==> src/rtl/i2c_reg_master_pkg.sv <==
package i2c_reg_master_pkg;
  typedef enum logic [2:0] {ST_IDLE, ST_START, ST_BITS, ST_HOLD, ST_STOP} eng_st_e;

  localparam logic [2:0] REG_CTRL = 3'd0;
  localparam logic [2:0] REG_STAT = 3'd1;
  localparam logic [2:0] REG_DATA = 3'd2;
  localparam logic [2:0] REG_OWN  = 3'd3;
  localparam logic [2:0] REG_EVT  = 3'd4;
  localparam logic [2:0] REG_RDY  = 3'd5;
endpackage

==> src/rtl/i2c_quarter_tick.sv <==
module i2c_quarter_tick #(
  parameter int PRESC_W = 4,
  parameter int BASE_LO = 16,
  parameter int BASE_HI = 32
) (
  input  logic               clk_i,
  input  logic               rst_ni,
  input  logic               en_i,
  input  logic               div_sel_i,
  input  logic [PRESC_W-1:0] presc_i,
  output logic               tick_o
);
  localparam int Q_LO = BASE_LO / 4;
  localparam int Q_HI = BASE_HI / 4;
  localparam int CW   = $clog2(Q_HI * (1 << PRESC_W)) + 1;

  logic [CW-1:0] cnt_q, qlen, mult, limit;

  assign qlen   = div_sel_i ? CW'(Q_HI) : CW'(Q_LO);
  assign mult   = CW'(presc_i) + CW'(1);
  assign limit  = qlen * mult - CW'(1);
  assign tick_o = en_i && (cnt_q >= limit);

  always_ff @(posedge clk_i or negedge rst_ni) begin
    if (!rst_ni)      cnt_q <= '0;
    else if (!en_i)   cnt_q <= '0;
    else if (tick_o)  cnt_q <= '0;
    else              cnt_q <= cnt_q + CW'(1);
  end

  // quarter ticks never come back to back
  a_r3_tick_isolated: assert property (@(posedge clk_i) disable iff (!rst_ni)
    tick_o |=> !tick_o);
endmodule

==> src/rtl/i2c_byte_engine.sv <==
module i2c_byte_engine
  import i2c_reg_master_pkg::*;
(
  input  logic       clk_i,
  input  logic       rst_ni,
  input  logic       tick_i,
  input  logic       start_i,
  input  logic       tx_mode_i,
  input  logic       go_i,
  input  logic       stop_i,
  input  logic       ack_en_i,
  input  logic       ld_i,
  input  logic [7:0] ld_data_i,
  input  logic       sda_i,
  output logic       scl_o,
  output logic       sda_o,
  output logic       busy_o,
  output logic       pend_o,
  output logic       nak_o,
  output logic [7:0] data_o,
  output logic       ev_start_o,
  output logic       ev_byte_o,
  output logic       ev_stop_o
);
  eng_st_e    st_q;
  logic [1:0] q_q;
  logic [3:0] bit_q;
  logic [7:0] dat_q;
  logic       tx_mode_q, first_q, nak_q, stop_req_q, scl_q, sda_q;
  logic       rx_byte, tx_bit, last_q;

  assign rx_byte = !tx_mode_q && !first_q;
  assign last_q  = (q_q == 2'd3) && tick_i;
  assign tx_bit  = (bit_q == 4'd8) ? (rx_byte ? !ack_en_i : 1'b1)
                                   : (rx_byte ? 1'b1 : dat_q[7]);

  always_ff @(posedge clk_i or negedge rst_ni) begin
    if (!rst_ni) begin
      st_q <= ST_IDLE; q_q <= '0; bit_q <= '0; dat_q <= '0;
      tx_mode_q <= 1'b0; first_q <= 1'b0; nak_q <= 1'b0; stop_req_q <= 1'b0;
      scl_q <= 1'b1; sda_q <= 1'b1;
    end else begin
      if (stop_i && st_q != ST_IDLE) stop_req_q <= 1'b1;
      case (st_q)
        ST_IDLE: begin
          if (start_i) begin
            st_q <= ST_START; q_q <= '0; bit_q <= '0;
            tx_mode_q <= tx_mode_i; first_q <= 1'b1; nak_q <= 1'b0;
          end else if (ld_i) dat_q <= ld_data_i;
        end
        ST_START: begin
          if (ld_i) dat_q <= ld_data_i;
          if (tick_i) begin
            q_q <= q_q + 2'd1;
            if (q_q == 2'd1) sda_q <= 1'b0;
            if (q_q == 2'd3) begin scl_q <= 1'b0; st_q <= ST_BITS; end
          end
        end
        ST_BITS: begin
          if (tick_i) begin
            q_q <= q_q + 2'd1;
            case (q_q)
              2'd0: sda_q <= tx_bit;
              2'd1: scl_q <= 1'b1;
              2'd2: begin
                if (bit_q < 4'd8) dat_q <= {dat_q[6:0], sda_i};
                else if (!rx_byte) nak_q <= sda_i;
              end
              default: begin
                scl_q <= 1'b0;
                if (bit_q == 4'd8) begin st_q <= ST_HOLD; first_q <= 1'b0; end
                else bit_q <= bit_q + 4'd1;
              end
            endcase
          end
        end
        ST_HOLD: begin
          if (stop_req_q) begin st_q <= ST_STOP; q_q <= '0; end
          else if (go_i) begin st_q <= ST_BITS; q_q <= '0; bit_q <= '0; end
          else if (ld_i) dat_q <= ld_data_i;
        end
        default: begin
          if (tick_i) begin
            q_q <= q_q + 2'd1;
            case (q_q)
              2'd0: sda_q <= 1'b0;
              2'd1: scl_q <= 1'b1;
              2'd2: sda_q <= 1'b1;
              default: begin st_q <= ST_IDLE; stop_req_q <= 1'b0; end
            endcase
          end
        end
      endcase
    end
  end

  assign scl_o      = scl_q;
  assign sda_o      = sda_q;
  assign busy_o     = (st_q != ST_IDLE);
  assign pend_o     = (st_q == ST_HOLD);
  assign nak_o      = nak_q;
  assign data_o     = dat_q;
  assign ev_start_o = (st_q == ST_START) && last_q;
  assign ev_byte_o  = (st_q == ST_BITS) && last_q && (bit_q == 4'd8);
  assign ev_stop_o  = (st_q == ST_STOP) && last_q;

  // data line moves only while the clock is low
  a_r3_sda_scl_low: assert property (@(posedge clk_i) disable iff (!rst_ni)
    (st_q == ST_BITS && !$stable(sda_q)) |-> !scl_q);
  // SCL edges only follow a quarter tick
  a_r3_scl_on_tick: assert property (@(posedge clk_i) disable iff (!rst_ni)
    !$stable(scl_q) |-> $past(tick_i));
  // byte completion leaves the engine pending
  a_r4_pend_after_byte: assert property (@(posedge clk_i) disable iff (!rst_ni)
    ev_byte_o |=> pend_o);
  // busy only drops after a STOP condition
  a_r7_idle_after_stop: assert property (@(posedge clk_i) disable iff (!rst_ni)
    $fell(busy_o) |-> $past(ev_stop_o));
endmodule

==> src/rtl/i2c_reg_master.sv <==
module i2c_reg_master
  import i2c_reg_master_pkg::*;
#(
  parameter int PRESC_W = 4,
  parameter int WR_LAT  = 2,
  parameter int BASE_LO = 16,
  parameter int BASE_HI = 32
) (
  input  logic        clk_i,
  input  logic        rst_ni,
  input  logic [2:0]  reg_sel_i,
  input  logic        reg_we_i,
  input  logic [15:0] reg_wdata_i,
  output logic [15:0] reg_rdata_o,
  output logic        scl_o,
  output logic        sda_o,
  input  logic        sda_i
);
  localparam int LW = $clog2(WR_LAT + 1);

  logic [LW-1:0]      wr_cnt_q;
  logic [5:0]         ie_q;
  logic               ack_en_q, div_q, oe_q;
  logic [PRESC_W-1:0] presc_q;
  logic [1:0]         mode_q;
  logic [7:0]         own_q;
  logic [2:0]         evt_q;   // {stop, start, byte}
  logic               acc, wr_ctrl, wr_stat;
  logic               tick, busy, pend, nak, eng_scl, eng_sda;
  logic               ev_start, ev_byte, ev_stop;
  logic [7:0]         data;

  assign acc     = reg_we_i && (wr_cnt_q == '0);
  assign wr_ctrl = acc && reg_sel_i == REG_CTRL;
  assign wr_stat = acc && reg_sel_i == REG_STAT;

  always_ff @(posedge clk_i or negedge rst_ni) begin
    if (!rst_ni) begin
      wr_cnt_q <= '0; ie_q <= '0; ack_en_q <= 1'b0; div_q <= 1'b0;
      presc_q <= '0; mode_q <= '0; oe_q <= 1'b0; own_q <= '0; evt_q <= '0;
    end else begin
      if (acc) wr_cnt_q <= LW'(WR_LAT);
      else if (wr_cnt_q != '0) wr_cnt_q <= wr_cnt_q - LW'(1);
      if (wr_ctrl) begin
        ie_q <= reg_wdata_i[13:8]; ack_en_q <= reg_wdata_i[7];
        div_q <= reg_wdata_i[6];   presc_q <= reg_wdata_i[PRESC_W-1:0];
      end
      if (wr_stat) begin
        mode_q <= reg_wdata_i[7:6]; oe_q <= reg_wdata_i[4];
      end
      if (acc && reg_sel_i == REG_OWN) own_q <= reg_wdata_i[7:0];
      evt_q <= (evt_q & ~((acc && reg_sel_i == REG_EVT) ?
                 {reg_wdata_i[13], reg_wdata_i[12], reg_wdata_i[8]} : 3'b000))
             | {ev_stop, ev_start, ev_byte};
    end
  end

  i2c_quarter_tick #(.PRESC_W(PRESC_W), .BASE_LO(BASE_LO), .BASE_HI(BASE_HI)) u_tick (
    .clk_i, .rst_ni, .en_i(busy), .div_sel_i(div_q), .presc_i(presc_q), .tick_o(tick)
  );

  i2c_byte_engine u_eng (
    .clk_i, .rst_ni, .tick_i(tick),
    .start_i(wr_stat && reg_wdata_i[7] && reg_wdata_i[5] && reg_wdata_i[4] && !busy),
    .tx_mode_i(reg_wdata_i[6]),
    .go_i(wr_ctrl && reg_wdata_i[4]),
    .stop_i(wr_stat && !reg_wdata_i[5]),
    .ack_en_i(ack_en_q),
    .ld_i(acc && reg_sel_i == REG_DATA), .ld_data_i(reg_wdata_i[7:0]),
    .sda_i, .scl_o(eng_scl), .sda_o(eng_sda), .busy_o(busy), .pend_o(pend),
    .nak_o(nak), .data_o(data),
    .ev_start_o(ev_start), .ev_byte_o(ev_byte), .ev_stop_o(ev_stop)
  );

  assign scl_o = oe_q ? eng_scl : 1'b1;
  assign sda_o = oe_q ? eng_sda : 1'b1;

  always_comb begin
    reg_rdata_o = '0;
    case (reg_sel_i)
      REG_CTRL: reg_rdata_o = {2'b00, ie_q, ack_en_q, div_q, 1'b0, pend, 4'(presc_q)};
      REG_STAT: reg_rdata_o = {8'h00, mode_q, busy, oe_q, 3'b000, nak};
      REG_DATA: reg_rdata_o = {8'h00, data};
      REG_OWN:  reg_rdata_o = {8'h00, own_q};
      REG_EVT:  reg_rdata_o = {2'b00, evt_q[2], evt_q[1], 3'b000, evt_q[0], 8'h00};
      REG_RDY:  reg_rdata_o = 16'(wr_cnt_q);
      default:  reg_rdata_o = '0;
    endcase
  end

  // a write inside the absorb window leaves registers untouched
  a_r9_write_ignored: assert property (@(posedge clk_i) disable iff (!rst_ni)
    (reg_we_i && wr_cnt_q != '0 && reg_sel_i == REG_OWN) |=> $stable(own_q));
endmodule

==> config.mk <==
export PLATFORM = sky130hd
export DESIGN_NAME = i2c_reg_master
export DESIGN_NICKNAME = d
export VERILOG_FILES = /design/src/rtl/i2c_reg_master_pkg.sv /design/src/rtl/i2c_quarter_tick.sv /design/src/rtl/i2c_byte_engine.sv /design/src/rtl/i2c_reg_master.sv
export SDC_FILE = /design/constraint.sdc
export NUM_CORES = 1
export LEC_CHECK = 0
export BUFFER_PORTS_ARGS = -buffer_cell sky130_fd_sc_hd__buf_2
export CORE_ASPECT_RATIO = 1.1
export CORE_MARGIN = 2
export CORE_UTILIZATION = 55
export CTS_CLUSTER_DIAMETER = 120
export DETAILED_ROUTE_END_ITERATION = 8
export GPL_TIMING_DRIVEN = 0
export PLACE_DENSITY_LB_ADDON = 0.05
export SLEW_MARGIN = 20
export SYNTH_ARGS = -nofsm -noshare
export SYNTH_HDL_FRONTEND = slang
export SYNTH_HIERARCHICAL = 1
export SYNTH_SLANG_ARGS = --single-unit
==> constraint.sdc <==
create_clock -name clk_i -period 7.35 [get_ports clk_i]
set_input_delay 1.1025 -clock clk_i [delete_from_list [all_inputs] [get_ports clk_i]]
set_output_delay 1.1025 -clock clk_i [all_outputs]
set_load 0.005 [all_outputs]
==> results of run 1 <==
-- state kept, by name, summed over array words and instances, names as in the netlist, 2 cells and up --
| signal | count |
|---|---|
| presc_q | 4 |
| u_eng/st_q | 3 |
| mode_q | 2 |
| u_tick/cnt_q | 8 |
| u_eng/data_o | 8 |
| own_q | 8 |
| u_eng/q_q | 2 |
| u_eng/bit_q | 4 |
| ie_q | 6 |
| evt_q | 3 |
| wr_cnt_q | 2 |
-- final cells by class --
| class | instances | area [µm²] |
|---|---|---|
| plain buffers | 22 | 140.1 |
| clock buffers | 10 | 137.6 |
| clock inverters | 6 | 63.81 |
| fillers | 611 | 2561 |
| inverters | 16 | 60.06 |
| multi-input cells | 300 | 2281 |
| flip-flops and latches | 59 | 1479 |
| well taps | 85 | 106.4 |
| repair buffers | 35 | 177.7 |
-- logic make-up (layout without fill, tap and decap cells) --
group                    Yosys count  after routing
other                              1              2
buffers and inverters             38             89
adder cells (fa/ha/maj)           24             24
flip-flops                        59             59
multiplexers                      50             50
XOR/XNOR                          10             10
AND/OR/NAND/NOR                  150            150
AO/OA/AOI/OAI                     64             64
-- metrics by stage --
step | std cells | area, µm² | utilization | total power [mW] | hold WS [ps]
3_5_place_dp | 517 | 4244 | 0.6057 | 1.466 | 445.2
5_1_grt | 533 | 4446 | 0.6345 | 1.934 | 480.1
3_3_place_gp | 517 | 4242 | 0.6054 | 1.442 | 443.5
6_report | 533 | 4446 | 0.6345 | 1.766 | 452.9
4_1_cts | 533 | 4446 | 0.6345 | 1.782 | 454.5
2_1_floorplan | 397 | 3960 | - | 1.255 | 425.1
-- synthesized netlist by cell type, types with 3 or more instances --
| library cell | number | share of area |
|---|---|---|
| a21oi_1 | 10 | 0.013 |
| a22o_1 | 5 | 0.011 |
| a22oi_1 | 4 | 0.0076 |
| a31oi_1 | 3 | 0.0047 |
| and2_1 | 3 | 0.0047 |
| and3_1 | 3 | 0.0047 |
| buf_2 | 3 | 0.0038 |
| buf_6 | 4 | 0.011 |
| clkbuf_1 | 10 | 0.0095 |
| dfrtp_1 | 57 | 0.36 |
| ha_1 | 23 | 0.073 |
| inv_1 | 16 | 0.015 |
| mux2_2 | 29 | 0.083 |
| mux2_4 | 9 | 0.034 |
| mux2i_1 | 9 | 0.023 |
| mux4_1 | 3 | 0.020 |
| nand2_1 | 40 | 0.038 |
| nand2b_1 | 12 | 0.019 |
| nand3_1 | 11 | 0.014 |
| nand3b_1 | 8 | 0.015 |
| nor2_1 | 33 | 0.031 |
| nor2b_1 | 7 | 0.011 |
| nor3_1 | 10 | 0.013 |
| o21ai_0 | 18 | 0.023 |
| or3_1 | 3 | 0.0047 |
| xnor2_1 | 5 | 0.011 |
| xor2_1 | 5 | 0.011 |
-- report_power, final --
part	total (mW)	internal (mW)	switching (mW)
clock	0.305	0.166	0.139
sequential	0.535	0.438	0.0975
combinational	0.926	0.453	0.473
-- worst paths after layout --
path	startpoint	end	slack (ps)	cells after the start
worst max-delay path	presc_q[0]	u_eng/data_o[6]	2300	21
worst min-delay path	u_tick/cnt_q[0]	u_tick/cnt_q[0]	450	1
worst max register to register	presc_q[0]	u_eng/data_o[6]	2300	21
worst min register to register	u_tick/cnt_q[0]	u_tick/cnt_q[0]	450	1
max in group asynchronous	rst_ni	own_q[3]	6040	1
min in group asynchronous	rst_ni	u_tick/cnt_q[4]	810	1
-- critical path: stages, from the launching register on --
cell,delay (ps)
dfrtp_1,490
ha_1,300
nand2_1,90
o21ai_0,110
a21o_1,200
ha_1,290
ha_1,280
ha_1,130
inv_1,50
fa_1,370
xor2_1,160
xnor2_1,140
xnor2_1,160
ha_1,330
nand2_1,60
a21oi_1,200
o31a_1,160
buf_2,230
o21ai_0,110
o2bb2ai_1,140
nor3_2,550
mux2_2,410
-- layer usage --
metal | routed length [µm] | share of wire
met3 | 284 | 0.032
met2 | 4225 | 0.48
met4 | 164 | 0.019
met1 | 4070 | 0.47
met5 | 0 | 0
==> reports/summary.txt, run 1 <==
Mean Syn Cell Area -> 9.991 µm²
ANT cells -> 0
Worst Path Class, Setup -> reg2reg
status -> completed
root buffer cell -> clkbuf_8
largest family of logic cells by synthesized area -> simple AND/OR/NAND/NOR gates
mapped cell area -> 0.003956 mm²
Simple-Gate Fraction of Synth Area -> 0.2040
area share of fa/ha/maj cells after synthesis -> 0.07780
remaining antenna violation count -> 0
required time of the worst setup path -> 7580 ps
Initial Util -> 0.5646
Post-CTS Hold Buffers -> 0
Worst Tran Pin Value -> 826.8 ps
RSZ-0062 raised after global routing -> no
Clk Latency, worst-skew pair -> 350 ps
post-synthesis mux area share -> 0.1594
Nets -> 490
Netlist cell types -> 68
#FFs+latches synth -> 59
worst-case clock skew -> 11.01 ps
clk buf depth -> 2
P&R area growth vs syn -> 12.37%
first-pass GRT wire length -> 14.59 mm
most common cell after layout, fill and taps aside -> dfrtp_1
most used routing layer -> met2
Post-CTS Resized -> 0
Final Max Tran Viols -> 0
yosys warns -> 6
Hold Vio Cnt, Final -> 0
drt total wl -> 8.744 mm
Total GRT Usage -> 0.2374
GR Overflow Total -> 0
CP startpoint kind -> flip-flop
CTS tree -> built
row cnt -> 32
DP Worst Slack -> 2337 ps
# port buffers -> 35
DRT iter0 DRCs -> 72
Hold Crit Class -> reg2reg
Final min period -> 5052 ps
CTS sink cnt -> 59
largest net degree at the start of global routing -> 60
Critical Path AT -> 5280 ps
clock slew at reported path FFs -> 70 ps
Pre-antenna DRT Iters -> 4
final worst-path cycle share -> 0.6874
post-CTS setup buffer count -> 0
vias in the first global route -> 2954
most used flip-flop cell after synthesis -> dfrtp_1
final setup vio count -> 0
setup_tns -> 0 ps
share of the yosys chip area belonging to registers -> 0.3738
CP Max Fanout -> 10
xor/xnor share of the synthesized area -> 0.02214
placed wire-length estimate -> 6.294 mm
PD cells -> 397.3 mW/mm²
initial antenna violation count -> 0
Setup crit end kind -> flip-flop
Die W -> 84.87 µm
VDD IR-drop max -> 0.0004361 V
Post-route DRC -> 0
htree depth -> 3
GP Congestion -> 0.8359
Die Span Y -> 92.96 µm
GRT met2 Usage -> 0.3780
die footprint -> 0.007889 mm²
via count -> 3045
met1 Use GR -> 0.3176
Post-synth EDFFs -> 0
Achievable Freq -> 197.9 MHz
DR WL/cell -> 16.41 µm
compound-gate portion of the synthesized area -> 0.1113
Leakage -> 2.138 nW
Avg Vias per Cell -> 5.713
core area -> 0.007007 mm²
Max-Slew Margin vs Limit -> 0.4437
# IOs -> 41
Async SR Flop Fraction -> 1.000
Max-cap violations -> 0
Worst Setup Slack, final -> 2298 ps
met3 usage in global routing -> 0.03922
most frequent cells in the layout -> dfrtp_1 (57), nand2_1 (40), buf_2 (37)
layout cells sized above 1 -> 0.2478
Syn Inst Count -> 396
cts bufs inserted -> 9
(Power assumes the default switching activity.)
==> inputs of run 2 (changes only) <==
clock period = 5.2 ns   (was 7.35 ns; I/O delays follow)
==> reports/summary.txt, run 2 (same netlist as run 1, synthesis figures left out) <==
clock slew at reported path FFs -> 70 ps (about the same)
Setup crit end kind -> flip-flop
root buffer cell -> clkbuf_8
VDD IR-drop max -> 0.0006160 V (+41%)
Die W -> 84.87 µm (unchanged)
htree depth -> 3 (unchanged)
GP Congestion -> 0.8359 (unchanged)
remaining antenna violation count -> 0 (unchanged)
Die Span Y -> 92.96 µm (unchanged)
Hold Vio Cnt, Final -> 0 (unchanged)
vias in the first global route -> 2954 (unchanged)
CP Max Fanout -> 10 (unchanged)
GRT met2 Usage -> 0.3780 (unchanged)
row cnt -> 32 (unchanged)
Hold Crit Class -> reg2reg
core area -> 0.007007 mm² (unchanged)
RSZ-0062 raised after global routing -> no
first-pass GRT wire length -> 14.59 mm (unchanged)
crit path to -> u_eng/bit_q[3]
# port buffers -> 35 (unchanged)
most common cell after layout, fill and taps aside -> dfrtp_1
DRT iter0 DRCs -> 88 (+22%)
most used routing layer -> met2
post-CTS setup buffer count -> 0 (unchanged)
Nets -> 490 (unchanged)
# IOs -> 41 (unchanged)
setup_tns -> 0 ps (unchanged)
worst r2r path cells -> 21 (unchanged)
ANT cells -> 0 (unchanged)
Max-cap violations -> 0 (unchanged)
layout cells sized above 1 -> 0.2500 (+0.002232)
required time of the worst setup path -> 5470 ps (-2110 ps)
CP startpoint kind -> flip-flop
Final Max Tran Viols -> 0 (unchanged)
Post-route DRC -> 0 (unchanged)
worst flop-to-flop path startpoint -> presc_q[0]
multi-input logic area -> 0.002287 mm² (+0.27%)
worst-case clock skew -> 9.181 ps (-1.825 ps)
Design Power -> 2.497 mW (+41%)
Critical Path AT -> 5140 ps (-140 ps)
initial antenna violation count -> 0 (unchanged)
drt total wl -> 8.727 mm (-0.19%)
CTS tree -> built
Leakage -> 2.137 nW (about the same)
met3 usage in global routing -> 0.03922 (unchanged)
via count -> 3034 (-0.36%)
largest net degree at the start of global routing -> 60 (unchanged)
cts bufs inserted -> 9 (unchanged)
GR Overflow Total -> 0 (unchanged)
clk buf depth -> 2 (unchanged)
Worst Tran Pin Value -> 829.0 ps (+2.282 ps)
final worst-path cycle share -> 0.9364 (+0.2490)
Final min period -> 4869 ps (-182.9 ps)
met1 Use GR -> 0.3176 (unchanged)
Worst Path Class, Setup -> reg2reg
Hold Path Cell Cnt -> 1 (unchanged)
die footprint -> 0.007889 mm² (unchanged)
fillers -> 611 (unchanged)
placed wire-length estimate -> 6.294 mm (unchanged)
CTS sink cnt -> 59 (unchanged)
Reg2Reg Capture Point -> u_eng/bit_q[3]
worst reg2reg setup slack -> 330 ps (-1970 ps)
Reg area -> 0.001480 mm² (about the same)
final setup vio count -> 0 (unchanged)
Max-Slew Margin vs Limit -> 0.4422 (-0.001535)
DR WL/cell -> 16.37 µm (-0.19%)
status -> completed
Initial Util -> 0.5646 (unchanged)
Clk Latency, worst-skew pair -> 340 ps (about the same)
Pre-antenna DRT Iters -> 4 (unchanged)
PD cells -> 560.7 mW/mm² (+41%)
Avg Vias per Cell -> 5.692 (-0.36%)
Total GRT Usage -> 0.2374 (unchanged)
P&R area growth vs syn -> 12.56%
most frequent cells in the layout -> dfrtp_1 (56), nand2_1 (40), buf_2 (37)
Achievable Freq -> 205.4 MHz (+3.8%)
crit path from -> presc_q[0]
## run 2: final cells by class
class | count | area share
Clock buffer | 10 | 0.03091
Tap cell | 85 | 0.02388
Clock inverter | 6 | 0.01433
Inverter | 16 | 0.01349
Timing Repair Buffer | 35 | 0.03990
Sequential cell | 59 | 0.3324
Buffer | 22 | 0.03147
Multi-Input combinational cell | 300 | 0.5136
## run 2: metal layers
layer	share of wire	wire length [µm]	vias to the layer above
li1	-	-	1495
met4	0.021	182	0
met3	0.032	282	15
met5	0	0	-
met2	0.49	4238	56
met1	0.46	4025	1468
## run 2: through the flow
stage          hold WS [ps]    util  cells  instance area (µm²)  setup slack, ps
3_3_place_gp          443.5  0.6054    517                 4242            194.7
3_5_place_dp          445.2  0.6057    517                 4244            186.9
6_report              452.9  0.6355    533                 4453            330.6
4_1_cts               454.5  0.6345    533                 4446            155.4
2_1_floorplan         425.1       -    397                 3960            700.6
5_1_grt               480.1  0.6355    533                 4453            55.54
## run 2: worst min-delay path by stage
stage,startpoint,end,slack (ps)
after global routing,u_tick/cnt_q[0],u_tick/cnt_q[0],480
after global placement,u_tick/cnt_q[0],u_tick/cnt_q[0],440
after CTS,u_tick/cnt_q[0],u_tick/cnt_q[0],450
after detailed placement,u_tick/cnt_q[0],u_tick/cnt_q[0],450
after floorplan,u_tick/cnt_q[0],u_tick/cnt_q[0],430
final,u_tick/cnt_q[0],u_tick/cnt_q[0],450
## run 2: worst max-delay path, stage by stage (launching register included)
cell and delay (ps):
dfrtp_2 470, ha_1 270, nand2_1 90, o21ai_0 100, a21o_1 200, ha_1 290, ha_1 280, ha_1 130
inv_1 50, fa_1 370, xor2_1 160, xnor2_1 140, xnor2_1 160, ha_1 330, nand2_1 60, a21oi_1 200
o31a_1 160, buf_2 230, a311oi_2 150, or3_4 420, or4_1 470, nand3_1 90
## run 2: what timing repair did
action	CTS	global route
gates resized for setup	0	2
endpoints found under the setup margin	0	9
hold buffers	0	0
## run 2: report_power, final
group | total, mW | internal [mW] | switching (mW)
combinational | 1.31 | 0.641 | 0.671
clock | 0.428 | 0.234 | 0.194
sequential | 0.757 | 0.620 | 0.137
total | 2.50 | 1.49 | 1.00
